`src/rtl/rob_commit.sv`:
```
module rob_commit #(
  parameter int DEPTH      = 16,
  parameter int XLEN       = 32,
  parameter int NREG       = 32,
  parameter int RET_W      = 3,
  parameter int LINK_REG   = 1,
  parameter int LINK_ZBITS = 2
) (
  input  logic                        clk,
  input  logic                        rst_n,
  input  logic                        alloc_valid,
  input  logic                        alloc_has_dst,
  input  logic [$clog2(NREG)-1:0]     alloc_dst,
  output logic                        alloc_ready,
  output logic [$clog2(DEPTH)-1:0]    alloc_tag,
  input  logic                        cmpl_valid,
  input  logic [$clog2(DEPTH)-1:0]    cmpl_tag,
  input  logic [XLEN-1:0]             cmpl_data,
  output logic [$clog2(RET_W+1)-1:0]  retire_count,
  output logic                        rob_empty,
  input  logic [$clog2(NREG)-1:0]     rd_addr,
  output logic [XLEN-1:0]             rd_data
);
  localparam int AW = $clog2(DEPTH);
  localparam int CW = $clog2(DEPTH + 1);
  localparam int RW = $clog2(NREG);
  localparam int NW = $clog2(RET_W + 1);
  localparam logic [XLEN-1:0] LMASK = {{(XLEN-LINK_ZBITS){1'b1}}, {LINK_ZBITS{1'b0}}};

  logic [DEPTH-1:0] valid, done, hasd;
  logic [RW-1:0]    dst  [DEPTH];
  logic [XLEN-1:0]  data [DEPTH];
  logic [XLEN-1:0]  rf   [NREG];
  logic [AW-1:0]    head, tail;
  logic [CW-1:0]    count;
  logic [AW-1:0]    ridx [RET_W];
  logic [RET_W-1:0] ret;
  logic [NW-1:0]    nret;
  logic             alloc_fire;

  assign rob_empty    = (count == '0);
  assign alloc_ready  = (count != CW'(DEPTH));
  assign alloc_tag    = tail;
  assign alloc_fire   = alloc_valid && alloc_ready;
  assign retire_count = nret;
  assign rd_data      = (rd_addr == '0) ? '0 : rf[rd_addr];

  always_comb begin
    logic go;
    go   = !rob_empty;
    nret = '0;
    for (int k = 0; k < RET_W; k++) begin
      ridx[k] = head + AW'(k);
      go      = go && valid[ridx[k]] && done[ridx[k]];
      ret[k]  = go;
      nret    = nret + NW'(go);
    end
  end

  always_ff @(posedge clk) begin
    if (!rst_n) begin
      valid <= '0;
      done  <= '0;
      head  <= '0;
      tail  <= '0;
      count <= '0;
    end else begin
      if (cmpl_valid && valid[cmpl_tag]) done[cmpl_tag] <= 1'b1;
      for (int k = 0; k < RET_W; k++)
        if (ret[k]) valid[ridx[k]] <= 1'b0;
      if (alloc_fire) begin
        valid[tail] <= 1'b1;
        done[tail]  <= 1'b0;
        tail        <= tail + 1'b1;
      end
      head  <= head + AW'(nret);
      count <= count + CW'(alloc_fire) - CW'(nret);
    end
  end

  always_ff @(posedge clk) begin
    if (cmpl_valid && valid[cmpl_tag]) data[cmpl_tag] <= cmpl_data;
    if (alloc_fire) begin
      hasd[tail] <= alloc_has_dst;
      dst[tail]  <= alloc_dst;
    end
  end

  always_ff @(posedge clk) begin
    if (!rst_n) begin
      for (int r = 0; r < NREG; r++) rf[r] <= '0;
    end else begin
      for (int k = 0; k < RET_W; k++)
        if (ret[k] && hasd[ridx[k]] && dst[ridx[k]] != '0)
          rf[dst[ridx[k]]] <= (dst[ridx[k]] == RW'(LINK_REG)) ? (data[ridx[k]] & LMASK)
                                                              : data[ridx[k]];
    end
  end

  assert_alloc_free_slot_R2: assert property (@(posedge clk) disable iff (!rst_n)
    alloc_fire |-> !valid[tail]);
  assert_slot_freed_R6: assert property (@(posedge clk) disable iff (!rst_n)
    (nret != '0) |=> !valid[$past(head)]);
  assert_link_low_clear_R7: assert property (@(posedge clk) disable iff (!rst_n)
    rf[LINK_REG][LINK_ZBITS-1:0] == '0);
  assert_r0_zero_R8: assert property (@(posedge clk) disable iff (!rst_n)
    rf[0] == '0);
  assert_count_match_R10: assert property (@(posedge clk) disable iff (!rst_n)
    (count == '0) == (valid == '0));
  assert_count_bound_R6: assert property (@(posedge clk) disable iff (!rst_n)
    count <= CW'(DEPTH));
endmodule

```
`config.mk`:
```
export PLATFORM = sky130hd
export DESIGN_NAME = rob_commit
export DESIGN_NICKNAME = d
export VERILOG_FILES = /design/src/rtl/rob_commit.sv
export SDC_FILE = /design/constraint.sdc
export NUM_CORES = 2
export LEC_CHECK = 0
export BUFFER_PORTS_ARGS = -buffer_cell sky130_fd_sc_hd__buf_2
export CAP_MARGIN = 20
export CORE_MARGIN = 4
export CORE_UTILIZATION = 55
export DETAILED_ROUTE_END_ITERATION = 12
export HOLD_SLACK_MARGIN = 0.1
export PLACE_DENSITY = 0.71
export REMOVE_ABC_BUFFERS = 1
export SYNTH_ARGS = -nofsm -noshare
export SYNTH_HDL_FRONTEND = slang
export SYNTH_SLANG_ARGS = --single-unit
```
`constraint.sdc`:
```
create_clock -name clk -period 10.95 [get_ports clk]
set_clock_uncertainty 0.05 [all_clocks]
set_input_delay 0 -clock clk [delete_from_list [all_inputs] [get_ports clk]]
set_output_delay 0 -clock clk [all_outputs]
set_load 0.03 [all_outputs]
```
==> reports/metrics.cfg <==
[yosys]
syn_area_per_cell_um2 = 14.11
async_flop_share = 0
syn-instance-count = 6705
synth-main-ff-cell = edfxtp_1
netlist_area_um2 = 94590
synth_cell_type_count = 81
ys_ff_latch = 1677
yosysSeqAreaShare = 0.5276
synth_edf_count = 1632
ys_warn_count = 0

[critical_path]
crit_required_ns = 11.35
start_kind = flip-flop
crit_chain = inv_1 > ha_4 > buf_4 > mux4_2 > a22o_1 > a221oi_2 > nand2_1 > nor3_4 > or4_2
critPathKind = flip-flop to flip-flop
cp_top_family = simple AND/OR/NAND/NOR gates
worstSetupStartpoint = head[0]$_SDFF_PN0_
timing.rr.end = rf[4][26]$_DFFE_PP_
cpMaxStageDelayCell = nor3_4
regToRegSetupSlack_ns = 3.82
cpPeakStageDelay_ns = 1.05
crit_end = rf[4][26]$_DFFE_PP_
end_kind = flip-flop
cp.arrival_ns = 7.54
r2r_cells = 9
reg2reg_from = head[0]$_SDFF_PN0_
cp_max_fo = 40
critPathBufInv = 2
path_depth = 9

[grt]
grt_pass1_vias = 68370
grt_max_degree = 140
grt_util_all_layers = 0.3602
antenna_found_initial = 15
grt-ovfl-total = 0
grt_pass1_wl_um = 474000

[floorplanning]
coreArea_um2 = 170200
dieWidth_um = 422.7
dieArea_um2 = 178700
die_h_um = 422.7
start_util = 0.5557
rows = 151
io_pins = 91

[timing]
rsz0062_at_grt = false
fin_crit_sh = 0.6515
period_needed_ns = 7.134
finalSetupViolCount = 0
setup_tns_ns = 0
finalHoldViolations = 0
drv_slew = 0
tightest_slew_ns = 1.244
maxSlewHeadroom = 0.1678
fmax_ghz = 0.1402

[min_path]
holdPathStages = 2
hp-class = primary input to flip-flop

[placement]
port_buffers = 90
dp_hpwl_um = 186300
gp_congestion = 0.9375
dpl_cell_area_um2 = 95960

[routing]
wl_per_cell_um = 37.49
ant_nets = 0
initialDrtViolationCount = 13660
vias_per_cell = 8.098
dr_total_vias = 71000
wirelength_um = 328700
route.detailed.drc = 0
firstDrtPassIters = 13

[status]
outcome = finished clean

[power]
total_power_uw = 13830
ir_drop_mv = 0.1473
power.leakage_uw = 0.03336
powerDensity_nw_per_um2 = 135.3

[cts]
clockRootBuffer = clkbuf_16
cts_sinks = 1677
clk_path_buf_depth = 3
path_clk_slew_ns = 0.06
cts_inserted_buffers = 173
cts_tree = done
clk_latency_ns = 0.86
cts_max_level = 4

[final_layout]
drive_gt1_frac = 0.2622
final_common_cell = edfxtp_1
area_growth_pct = 8.062
fin_nets = 6398
fill_cells = 12530
final_cell_mix = 1,632 x edfxtp_1, 1,004 x a21oi_1, 861 x mux4_2, 696 x a221oi_1, 400 x nand2_1
fin_area_um2 = 102200
post-route-util = 0.6005

[flow_run]
cap_violations = 0

-- worst min path at each step --
stage | startpoint | to | slack, ns
floorplan | cmpl_data[0] | data[0][0]$_DFFE_PP_ | 0.05
global placement | cmpl_data[23] | data[3][23]$_DFFE_PP_ | 0.31
detailed placement | cmpl_data[15] | data[10][15]$_DFFE_PP_ | 0.33
CTS | cmpl_data[4] | data[9][4]$_DFFE_PP_ | 0.11
global route | cmpl_data[4] | data[7][4]$_DFFE_PP_ | 0.14
finish | cmpl_data[4] | data[2][4]$_DFFE_PP_ | 0.15
-- power by group --
part / total [uW] / internal (uW) / switching (uW)
clock network: 5690 / 3100 / 2590
registers: 7250 / 7190 / 61.0
logic: 892 / 308 / 584
total: 13800 / 10600 / 3230
-- metrics by stage --
| step | hold slack, ns | setup slack, ns | instances |
|---|---|---|---|
| after floorplan | 0.04887 | -20.57 | 5779 |
| after global placement | 0.3054 | 3.954 | 8349 |
| after detailed placement | 0.3314 | 3.826 | 8354 |
| after CTS | 0.1054 | 3.780 | 8753 |
| after global routing | 0.1440 | 3.439 | 8761 |
| final | 0.1520 | 3.816 | 8768 |
-- what timing repair did --
item                                    in CTS  in global routing
hold buffers                                86                  0
endpoints found under the setup margin       0                  0
buffers inserted                             0                  0
endpoints found under the hold margin      801                  0
resized for setup                            0                  0
-- flip-flops by register name (all words and copies together) (netlist names) --
signal,count
head,4
count,5
hasd,16
valid,16
dst,80
alloc_tag,4
data,512
rf,1024
done,16
-- routing by layer --
layer | global-route usage | share of wire
met1 | 0.4685 | 0.32
met2 | 0.5265 | 0.44
met3 | 0.1254 | 0.16
met4 | 0.2126 | 0.073
met5 | 0.001075 | 0.000094
-- Yosys cell counts (45+ instances only) --
| cell | instances | area (um2) |
|---|---|---|
| o21ai_0 | 78 | 390.4 |
| a22oi_1 | 145 | 1089 |
| mux4_2 | 861 | 19390 |
| nor2_1 | 115 | 431.7 |
| nand3_1 | 79 | 395.4 |
| nand2_1 | 404 | 1516 |
| buf_4 | 56 | 420.4 |
| o221a_2 | 100 | 1126 |
| inv_1 | 89 | 334.1 |
| clkbuf_1 | 421 | 1580 |
| buf_1 | 48 | 180.2 |
| a221oi_1 | 696 | 6096 |
| mux2i_1 | 87 | 870.8 |
| dfxtp_1 | 45 | 900.9 |
| buf_2 | 402 | 2012 |
| edfxtp_1 | 1632 | 49010 |
| a21oi_1 | 1004 | 5025 |
| and2_1 | 62 | 387.9 |
-- cells by family (layout without fill, tap and decap cells) --
| kind of cell | count (synthesis) | after routing | share of synthesized area |
|---|---|---|---|
| compound gates | 2137 | 2137 | 0.1570 |
| xor+xnor | 11 | 11 | 0.001018 |
| fa+ha+maj | 21 | 21 | 0.003016 |
| buf+inv | 1050 | 776 | 0.05211 |
| flops | 1677 | 1677 | 0.5276 |
| mux | 962 | 962 | 0.2159 |
| other cells | 1 | 43 | 0.00003964 |
| simple gates | 846 | 846 | 0.04332 |
-- area by class of cell --
class	count	area (um2)	share of cell area
Antenna cell	9	22.52	0.0002203
Clock buffer	221	4509	0.04411
Clock inverter	92	734.5	0.007185
Inverter	91	345.3	0.003378
Multi-Input combinational cell	4011	40830	0.3994
Sequential cell	1677	49920	0.4884
Tap cell	2295	2872	0.02809
Timing Repair Buffer	372	2985	0.02921
(Power assumes the default switching activity.)
